===== src/rtl/smc_pkg.sv =====
package smc_pkg;
  typedef enum logic [1:0] {
    ST_IDLE     = 2'd0,
    ST_WAIT_IRQ = 2'd1,
    ST_WAIT_RD  = 2'd2,
    ST_END      = 2'd3
  } smc_state_e;

  localparam logic [7:0] ERR_NONE     = 8'd0;
  localparam logic [7:0] ERR_MISMATCH = 8'd5;
  localparam logic [7:0] ERR_NO_IRQ   = 8'd22;
endpackage


===== src/rtl/smc_ctrl.sv =====
module smc_ctrl
  import smc_pkg::*;
#(
  parameter int            AW = 8,
  parameter int            SW = 3,
  parameter logic [AW-1:0] HEAD_ADDR = '0
) (
  input  logic          clk,
  input  logic          rst,
  input  logic          start,
  input  logic          sec_irq,
  input  logic          rd_valid,
  input  logic          match,
  input  logic          last,
  input  logic          wd_expired,
  output logic          wd_run,
  output logic [SW-1:0] sector,
  output logic          rd_req,
  output logic [AW-1:0] rd_addr,
  output logic          busy,
  output logic          done,
  output logic          pass,
  output logic [7:0]    err_code,
  output logic [SW-1:0] err_sector
);
  smc_state_e state_q;

  assign wd_run = (state_q == ST_WAIT_IRQ);

  always_ff @(posedge clk) begin
    if (rst) begin
      state_q    <= ST_IDLE;
      sector     <= '0;
      rd_req     <= 1'b0;
      rd_addr    <= '0;
      busy       <= 1'b0;
      done       <= 1'b0;
      pass       <= 1'b0;
      err_code   <= ERR_NONE;
      err_sector <= '0;
    end else begin
      rd_req <= 1'b0;
      case (state_q)
        ST_IDLE, ST_END: begin
          if (start) begin
            state_q    <= ST_WAIT_IRQ;
            sector     <= '0;
            busy       <= 1'b1;
            done       <= 1'b0;
            pass       <= 1'b0;
            err_code   <= ERR_NONE;
            err_sector <= '0;
          end
        end
        ST_WAIT_IRQ: begin
          if (sec_irq) begin
            rd_req  <= 1'b1;
            rd_addr <= HEAD_ADDR;
            state_q <= ST_WAIT_RD;
          end else if (wd_expired) begin
            err_code   <= ERR_NO_IRQ;
            err_sector <= sector;
            busy       <= 1'b0;
            done       <= 1'b1;
            state_q    <= ST_END;
          end
        end
        ST_WAIT_RD: begin
          if (rd_valid) begin
            if (!match) begin
              err_code   <= ERR_MISMATCH;
              err_sector <= sector;
              busy       <= 1'b0;
              done       <= 1'b1;
              state_q    <= ST_END;
            end else if (last) begin
              pass    <= 1'b1;
              busy    <= 1'b0;
              done    <= 1'b1;
              state_q <= ST_END;
            end else begin
              sector  <= sector + 1'b1;
              state_q <= ST_WAIT_IRQ;
            end
          end
        end
        default: state_q <= ST_IDLE;
      endcase
    end
  end
endmodule


===== config.mk =====
export PLATFORM = sky130hd
export DESIGN_NAME = smc_ctrl
export DESIGN_NICKNAME = d
export VERILOG_FILES = /design/src/rtl/smc_pkg.sv /design/src/rtl/smc_ctrl.sv
export SDC_FILE = /design/constraint.sdc
export NUM_CORES = 1
export LEC_CHECK = 0
export ABC_AREA = 1
export BUFFER_PORTS_ARGS = -buffer_cell sky130_fd_sc_hd__buf_2
export CAP_MARGIN = 20
export CORE_MARGIN = 2
export CORE_UTILIZATION = 47
export DETAILED_ROUTE_END_ITERATION = 10
export GPL_ROUTABILITY_DRIVEN = 0
export MAX_ROUTING_LAYER = met4
export PLACE_DENSITY = 0.76
export SYNTH_ARGS = -nofsm -noshare
export SYNTH_HDL_FRONTEND = slang
export SYNTH_SLANG_ARGS = --single-unit

===== constraint.sdc =====
create_clock -name clk -period 2 [get_ports clk]
set_input_delay 0.3 -clock clk [delete_from_list [all_inputs] [get_ports clk]]
set_output_delay 0.3 -clock clk [all_outputs]
set_load 0.01 [all_outputs]

==> results.md <==
* Cell variety after synth at 18
* Critical path fanouts, max at 9
* Htree depth at 1
* Leak at 0.5138 nW
* Fillers at 189
* Detail Route Antenna Nets at 0
* Ant diodes at 0
* CTS tree: done
* Chip Width at 47.78 um
* Drt first pass iters at 4
* Peak Freq at 624.8 MHz
* Commonest non-fill, non-tap cell in the layout: nand2_1
* Sequential-to-total area share from yosys stat at 33.33%
* Outcome: finished clean
* HP Class: in2reg
* Number of global-route vias before repair at 653
* DIE AREA at 0.002283 mm^2
* Crit path buffers/inverters at 2
* First-pass GRT wire length at 2559 um
* Via count at 778
* I/O pin cnt at 35
* Worst Path Arrival at 1790 ps
* GRT Total Usage at 16.67%
* Setup CP Type: reg2reg
* CTS buffer count at 3
* Largest net degree at the start of global routing at 11
* Max incr delay on CP at 400 ps
* Mapped Cells at 125
* Final hold viol count at 0
* DRC at 0
* HPWL after detailed placement at 1299 um
* Initial antenna violation count at 0
* Clk root buf: clkbuf_4
* Layout cell share with drive strength beyond 1 at 23.81%
* Kind of start point of the critical path: register
* Die Height at 47.78 um
* Largest cells by area after synthesis: dfxtp_1 33%, buf_4 11%, nand2_1 10%
* Crit end category: register
* Worst Skew at 0.4861 ps
* Hold buffer count at cts at 0
* Hold_ws at 272.5 ps
* P per Cell Area at 1276 mW/mm^2
* Post-Syn Area at 900.9 um^2
* IO buf count at 22
* Period utilization at 80.02%
* Yosys warning count at 0
* Final Net Count at 160
* Number of vias per cell at 4.523
* Critical path's top delay family: simple AND/OR/NAND/NOR gates
* Max-capacitance violation count at 0
* Cell taking the most area after synthesis: dfxtp_1
* Setup_tns at 0 ps
* Area grow syn2layout at 10.83%
* Post-CTS setup buffers at 0
* Final std cells w/o fill at 172
* Max-slew violations at 0
* Peak VDD IR at 0.0008940 V
* Required @ worst endpoint at 2190 ps
* #FFs+latches synth at 15
* Final setup violation count at 0
* RSZ-0062 raised after global routing: false
* Initial DRC count at 10
* Slowest CP cell: dfxtp_1
* Tmin final at 1600 ps
* Area of the core at 0.001764 mm^2
* Clock sink total at 15
* Yosys top cell area share at 33.33%
* Routed WL at 1668 um
* # resized after CTS at 0
* Most frequent cells in the layout: 25 x nand2_1, 22 x buf_2, 16 x inv_1
* Clock Tree Buf Depth at 2
* Row cnt at 15
* Clock-pin slew on the worst setup and hold paths at 100 ps
* Starting Density at 51.06%
* Wire per inst at 9.698 um
* Mean Syn Cell Area at 7.207 um^2
* Clk_lat worst skew at 290 ps
* GRT overflow at 0
* Critical-path cell list: inv_1 -> ha_1 -> nand2_1 -> nand2_4 -> nor2_1 -> o21ai_0 -> inv_1 -> nor2_1
* Placed cell count at 168
[state kept, by name, indices dropped and copies added, names as in the netlist]
name and count:
rd_req 1, done 1, err_sector 3, pass 1, busy 1, state_q 2, sector 3, err_code 3
[final cells by class]
cell class	instances	area [um^2]	area share [%]
Multi-Input combinational cell	90	469.2	46.99
Sequential cell	15	300.3	30.08
Timing Repair Buffer	22	110.1	11.03
Inverter	16	60.06	6.015
Tap cell	25	31.28	3.133
Clock buffer	3	22.52	2.256
Clock inverter	1	5.005	0.5013
[stage by stage]
stage	power [W]	util, %	cell area, um^2	setup WS [ps]
after floorplan	0.001002	-	942.2	551.3
after global placement	0.001077	55.04	970.9	470.1
after detailed placement	0.001100	55.04	970.9	418.5
after CTS	0.001284	56.60	998.5	390.1
after global routing	0.001373	56.60	998.5	216.7
final	0.001274	56.60	998.5	399.6
[synthesized netlist by cell type, drive strengths merged]
| cell | instances |
|---|---|
| nand2 | 29 |
| a21oi | 12 |
| inv | 16 |
| o21ai | 4 |
| nand3 | 10 |
| dfxtp | 15 |
| ha | 4 |
| clkbuf | 1 |
| conb | 1 |
| buf | 14 |
| nor2 | 19 |
[kinds of logic after synthesis]
group	after synthesis	share of synthesized area, %
buffers and inverters	31	19.17
other	1	0.4163
DFF	15	33.33
and+or+nand+nor	58	32.64
AOI/OAI and AO/OA	16	8.889
adders and majority gates	4	5.556
[worst paths after layout]
check / slack [ps] / startpoint / cells past startpoint / to
min reg2reg: 460 / err_code[2]$_SDFFE_PP0P_ / 2 / err_code[2]$_SDFFE_PP0P_
max reg2reg: 400 / state_q[0]$_SDFFE_PP0P_ / 8 / state_q[1]$_SDFFE_PP0P_
max: 400 / state_q[0]$_SDFFE_PP0P_ / 8 / state_q[1]$_SDFFE_PP0P_
min: 270 / sec_irq / 3 / rd_req$_SDFF_PP0_
[power breakdown]
part           internal, W  switching [W]
Sequential        0.000361      0.0000347
Combinational     0.000238       0.000458
Clock            0.0000745       0.000108
Total             0.000674       0.000600
[tightest hold or removal path, cell delays in order]
cell,delay [ps]
buf_2,110
nand2_1,80
nor2_1,40
[metal layers]
metal  GRT usage [%]  up-vias  share of wire [%]
met1           19.31      336                 46
met5               -        -                  0
met2           27.20       28                 46
met4           9.730        0                2.2
li1                -      409                  -
met3           2.264        5                6.0
Note: power is estimated with default switching activity, not from simulation.
